<file path="src/rtl/prbs_link_pkg.sv">
package prbs_link_pkg;
  typedef enum logic [2:0] {
    PAT_OFF   = 3'b000,
    PAT_PRBS7 = 3'b001
  } pat_sel_e;

  localparam int          LFSR_LEN  = 7;
  localparam logic [6:0]  LFSR_SEED = 7'h7F;
endpackage

</file>
<file path="src/rtl/prbs7_expand.sv">
module prbs7_expand #(
  parameter int W = 16
) (
  input  logic [6:0]   seed_i,
  output logic [W-1:0] word_o
);
  always_comb begin : unroll
    logic [6:0] st;
    logic       nb;
    st     = seed_i;
    word_o = '0;
    for (int i = W - 1; i >= 0; i--) begin
      nb        = st[6] ^ st[5];
      word_o[i] = nb;
      st        = {st[5:0], nb};
    end
  end
endmodule

</file>
<file path="src/rtl/prbs7_tx_gen.sv">
module prbs7_tx_gen
  import prbs_link_pkg::*;
#(
  parameter int W = 16
) (
  input  logic         clk,
  input  logic         rst_n,
  input  logic [2:0]   sel_i,
  input  logic         force_err_i,
  input  logic         loop_en_i,
  input  logic         rx_err_i,
  input  logic         invert_i,
  input  logic [W-1:0] user_i,
  output logic [W-1:0] tx_o
);
  logic [6:0]   state_q;
  logic         force_q;
  logic [W-1:0] tx_q, tx_d, pat_w, raw_w;
  logic         gen_en, inject, flip;

  prbs7_expand #(.W(W)) u_expand (.seed_i(state_q), .word_o(pat_w));

  always_comb begin
    gen_en = (sel_i == PAT_PRBS7);
    inject = force_err_i & ~force_q;
    flip   = loop_en_i ? rx_err_i : inject;
    raw_w  = gen_en ? (pat_w ^ {{(W-1){1'b0}}, flip}) : user_i;
    tx_d   = invert_i ? ~raw_w : raw_w;
  end

  always_ff @(posedge clk or negedge rst_n) begin
    if (!rst_n) begin
      state_q <= LFSR_SEED;
      force_q <= 1'b0;
      tx_q    <= '0;
    end else begin
      force_q <= force_err_i;
      tx_q    <= tx_d;
      if (gen_en) state_q <= pat_w[6:0];
    end
  end

  assign tx_o = tx_q;


  passthru_chk: assert property (@(posedge clk) disable iff (!rst_n)
    (!gen_en && !invert_i) |=> tx_q == $past(user_i))
    else $error("passthrough word mismatch");


  invert_chk: assert property (@(posedge clk) disable iff (!rst_n)
    (!gen_en && invert_i) |=> tx_q == ~$past(user_i))
    else $error("inverted passthrough mismatch");
endmodule

</file>
<file path="config.mk">
export PLATFORM = sky130hd
export DESIGN_NAME = prbs7_tx_gen
export DESIGN_NICKNAME = d
export VERILOG_FILES = /design/src/rtl/prbs_link_pkg.sv /design/src/rtl/prbs7_expand.sv /design/src/rtl/prbs7_tx_gen.sv
export SDC_FILE = /design/constraint.sdc
export NUM_CORES = 1
export LEC_CHECK = 0
export ABC_CLOCK_PERIOD_IN_PS = 1900
export BUFFER_PORTS_ARGS = -buffer_cell sky130_fd_sc_hd__buf_2
export CAP_MARGIN = 20
export CORE_ASPECT_RATIO = 0.8
export CORE_MARGIN = 1.5
export CORE_UTILIZATION = 40
export DETAILED_ROUTE_END_ITERATION = 8
export PLACE_DENSITY = 0.72
export RECOVER_POWER = 50
export REMOVE_ABC_BUFFERS = 1
export SETUP_SLACK_MARGIN = 0.15
export SYNTH_ARGS = -nofsm -noshare
export SYNTH_HDL_FRONTEND = slang
export SYNTH_SLANG_ARGS = --single-unit
</file>
<file path="constraint.sdc">
create_clock -name clk -period 1.9 [get_ports clk]
set_input_delay 0.38 -clock clk [delete_from_list [all_inputs] [get_ports clk]]
set_output_delay 0.38 -clock clk [all_outputs]
set_load 0.03 [all_outputs]
</file>
==> flow_summary.rst <==
.. list-table::
   :header-rows: 1

   * - Metric
     - Value
   * - Pins Over Slew Limit
     - 0
   * - Final Util
     - 0.486
   * - Share of the clock period used by the worst path
     - 0.877
   * - Total grt overflow
     - 0
   * - Die Ht
     - 56.5 um
   * - Final setup skew
     - 0.00463 ns
   * - Starting density of the core
     - 0.417
   * - Total power
     - 2500 uW
   * - Maximum fanout count along the critical path
     - 5
   * - Synthesized cell area
     - 0.00143 mm2
   * - # resized after CTS
     - 0
   * - Synth Area in Adders
     - 0
   * - Time the worst path needs with I/O delays and setup
     - 1.67 ns
   * - Vias per Instance
     - between 4 and 5
   * - Number of warnings reported in the yosys synthesis log
     - 0
   * - Area overhead of the layout relative to synthesis
     - 16.6%
   * - Power density of the placed cells
     - ~1500 mW/mm2
   * - Antenna violations before repair
     - 0
   * - Overall die area
     - 0.00394 mm2
   * - Syn_area_per_cell
     - 11.8 um2
   * - CTS tree
     - built
   * - Mux contribution to synthesized area
     - 0.0245
   * - Maximum number of pins on one net before global-route repair
     - 28
   * - Via count
     - 921
   * - Number of port buffers
     - 40
   * - Leak pwr
     - roughly 0.0007 uW
   * - Floorplan die width
     - 69.8 um
   * - Critical path class
     - flop to flop
   * - Post-Synthesis Cells
     - 121
   * - Core footprint
     - 0.00342 mm2
   * - Rel. slew slack
     - 0.125
   * - Total detailed-routing wirelength
     - around 2.4 mm
   * - Final hold slack
     - 0.230 ns
   * - Number of hold violations in the final report
     - 0
   * - Fin Setup TNS
     - 0 ns
   * - Xor and xnor area share after synthesis
     - 0.239
   * - Final routed wire length divided by cell count
     - 12.2 um
   * - DRC violation total after the first TritonRoute iteration
     - 23
   * - Result of the run
     - finished clean
   * - Number of sinks handled by clock tree synthesis
     - 24
   * - Share of cells above drive strength 1
     - 0.449
   * - Timing-limited maximum frequency
     - 0.600 GHz
   * - DRC
     - 0
   * - Data arrival time at the worst-slack endpoint
     - 1.81 ns
   * - Sequential element share of the synthesized area
     - 0.426
   * - Post-synthesis simple-gate area fraction
     - 0.104
   * - Data required time of the worst path
     - 2.05 ns
   * - Clock latency on the worst-skew pair
     - 0.27 ns
   * - Buffers from clock root to sink, at most
     - 2
   * - Distinct cell type count of the synthesized netlist
     - 30
   * - Std cell rows
     - 19
   * - Synthesized flop and latch total
     - 24
   * - Compound-gate portion of the synthesized area
     - 0.130
   * - CTS Hold Bufs
     - 0
   * - Number of antenna diodes
     - 0
   * - Kind of launch point of the worst setup path
     - flop
   * - Setup Viol. Count Final
     - 0
   * - H-tree level count
     - 1
   * - Top-Level Pins
     - 41
   * - Drt pass-1 iters
     - 6
   * - Most used cells in the layout excluding fill and tap cells
     - sky130_fd_sc_hd__buf_2, sky130_fd_sc_hd__xnor2_1, sky130_fd_sc_hd__dfrtp_1
   * - Commonest non-fill, non-tap cell in the layout
     - sky130_fd_sc_hd__buf_2
   * - Clock slew seen by the registers of the worst setup and hold paths
     - 0.08 ns
   * - Post-layout nets
     - 182
   * - RSZ-0062 raised after global routing
     - false
   * - Post-CTS setup buffers
     - 0
   * - Hpwl dp
     - ~1.7 mm
   * - Crit end category
     - flop
   * - Antenna violation net count after detailed routing
     - 0
   * - Num CTS Buffers
     - 3
   * - Actual transition at the worst max-transition pin
     - 1.31 ns
   * - Classification of the worst-slack hold path
     - input pin to flop
   * - Global routing usage summed across all routing layers
     - 0.130
   * - Number of global-route vias before repair
     - 928
   * - Highest ir drop seen on vdd
     - 0.621 mV
   * - Dominant combinational cell family by area after synthesis
     - XOR/XNOR gates
   * - Max_cap viols
     - 0
   * - Last weighted congestion value of the routability-driven placer
     - 0.788
   * - Clock root cell
     - sky130_fd_sc_hd__clkbuf_8
   * - Global-route wire length before repair
     - slightly above 4 mm
routing by layer:
metal | GRT usage | up-vias | share of wire
met5 | 0 | - | 0
met4 | 0.0330 | 0 | 0
met3 | 0.0287 | 0 | 0.061
met2 | 0.230 | 29 | 0.49
met1 | 0.161 | 431 | 0.44
li1 | - | 461 | -
cell type report:
type | count | area, um2
fillers | 327 | 1760
multi-input cells | 84 | 712
flip-flops and latches | 24 | 609
repair buffers | 43 | 216
well taps | 42 | 52.6
clock buffers | 3 | 41.3
clock inverters | 1 | 30.0
inverters | 1 | 3.75
cells by family after synthesis:
| kind of cell | Yosys count |
|---|---|
| and+or+nand+nor | 25 |
| muxes | 3 |
| xor gates and xnor gates | 32 |
| AOI/OAI and AO/OA | 24 |
| buffers and inverters | 13 |
| DFF | 24 |
state kept, by name, indices dropped and copies added (netlist names):
signal   count
force_q      1
state_q      7
tx_o        16
cell usage after synthesis (all sizes together):
library cell  instances  area [um2]
nor3b                 1        12.5
inv                   1        3.75
buf                  11        98.8
o21ai                 5        25.0
or3b                  2        17.5
a21oi                12        97.6
nor2b                 1        6.26
a21o                  2        16.3
mux2                  1        15.0
nand2                 5        18.8
nand3                 1        10.0
dfrtp                17         425
nor2                 13        71.3
o21a                  3        22.5
clkbuf                1        5.00
xnor2                30         297
nand4                 2        12.5
mux2i                 2        20.0
a211oi                2        25.0
dfstp                 7         184
xnor3                 2        45.0
through the flow:
| step | cell area (um2) | setup slack [ns] | std cells |
|---|---|---|---|
| 6_report | 1670 | 0.233 | 198 |
| 2_1_floorplan | 1330 | 0.110 | 109 |
| 5_1_grt | 1670 | 0.164 | 198 |
| 3_3_place_gp | 1600 | 0.300 | 194 |
| 4_1_cts | 1670 | 0.320 | 198 |
| 3_5_place_dp | 1600 | 0.227 | 194 |
worst max-delay path, cell delays in order (launching register included):
cell and delay, ns:
sky130_fd_sc_hd__dfstp_1 0.73, sky130_fd_sc_hd__xnor2_4 0.16, sky130_fd_sc_hd__xnor2_2 0.29, sky130_fd_sc_hd__mux2i_1 0.27, sky130_fd_sc_hd__nand3_2 0.09
report_power, final:
part	internal, uW	total [uW]	switching [uW]
combinational	596	1150	551
sequential	703	899	196
clock	282	449	167
total	1580	2500	914
worst paths after layout:
kind                                        start                      to  slack (ns)  cells after the start
hold reg to reg            state_q[0]$_DFFE_PN1N_  state_q[0]$_DFFE_PN1N_        0.54                      2
setup / recovery           state_q[3]$_DFFE_PN1N_       tx_o[0]$_DFF_PN0_        0.23                      4
setup reg to reg           state_q[3]$_DFFE_PN1N_       tx_o[0]$_DFF_PN0_        0.23                      4
min in group asynchronous                   rst_n       tx_o[7]$_DFF_PN0_        0.38                      1
hold / removal                        force_err_i       force_q$_DFF_PN0_        0.23                      1
max in group asynchronous                   rst_n       tx_o[9]$_DFF_PN0_        0.75                      1
(Power assumes the default switching activity.)
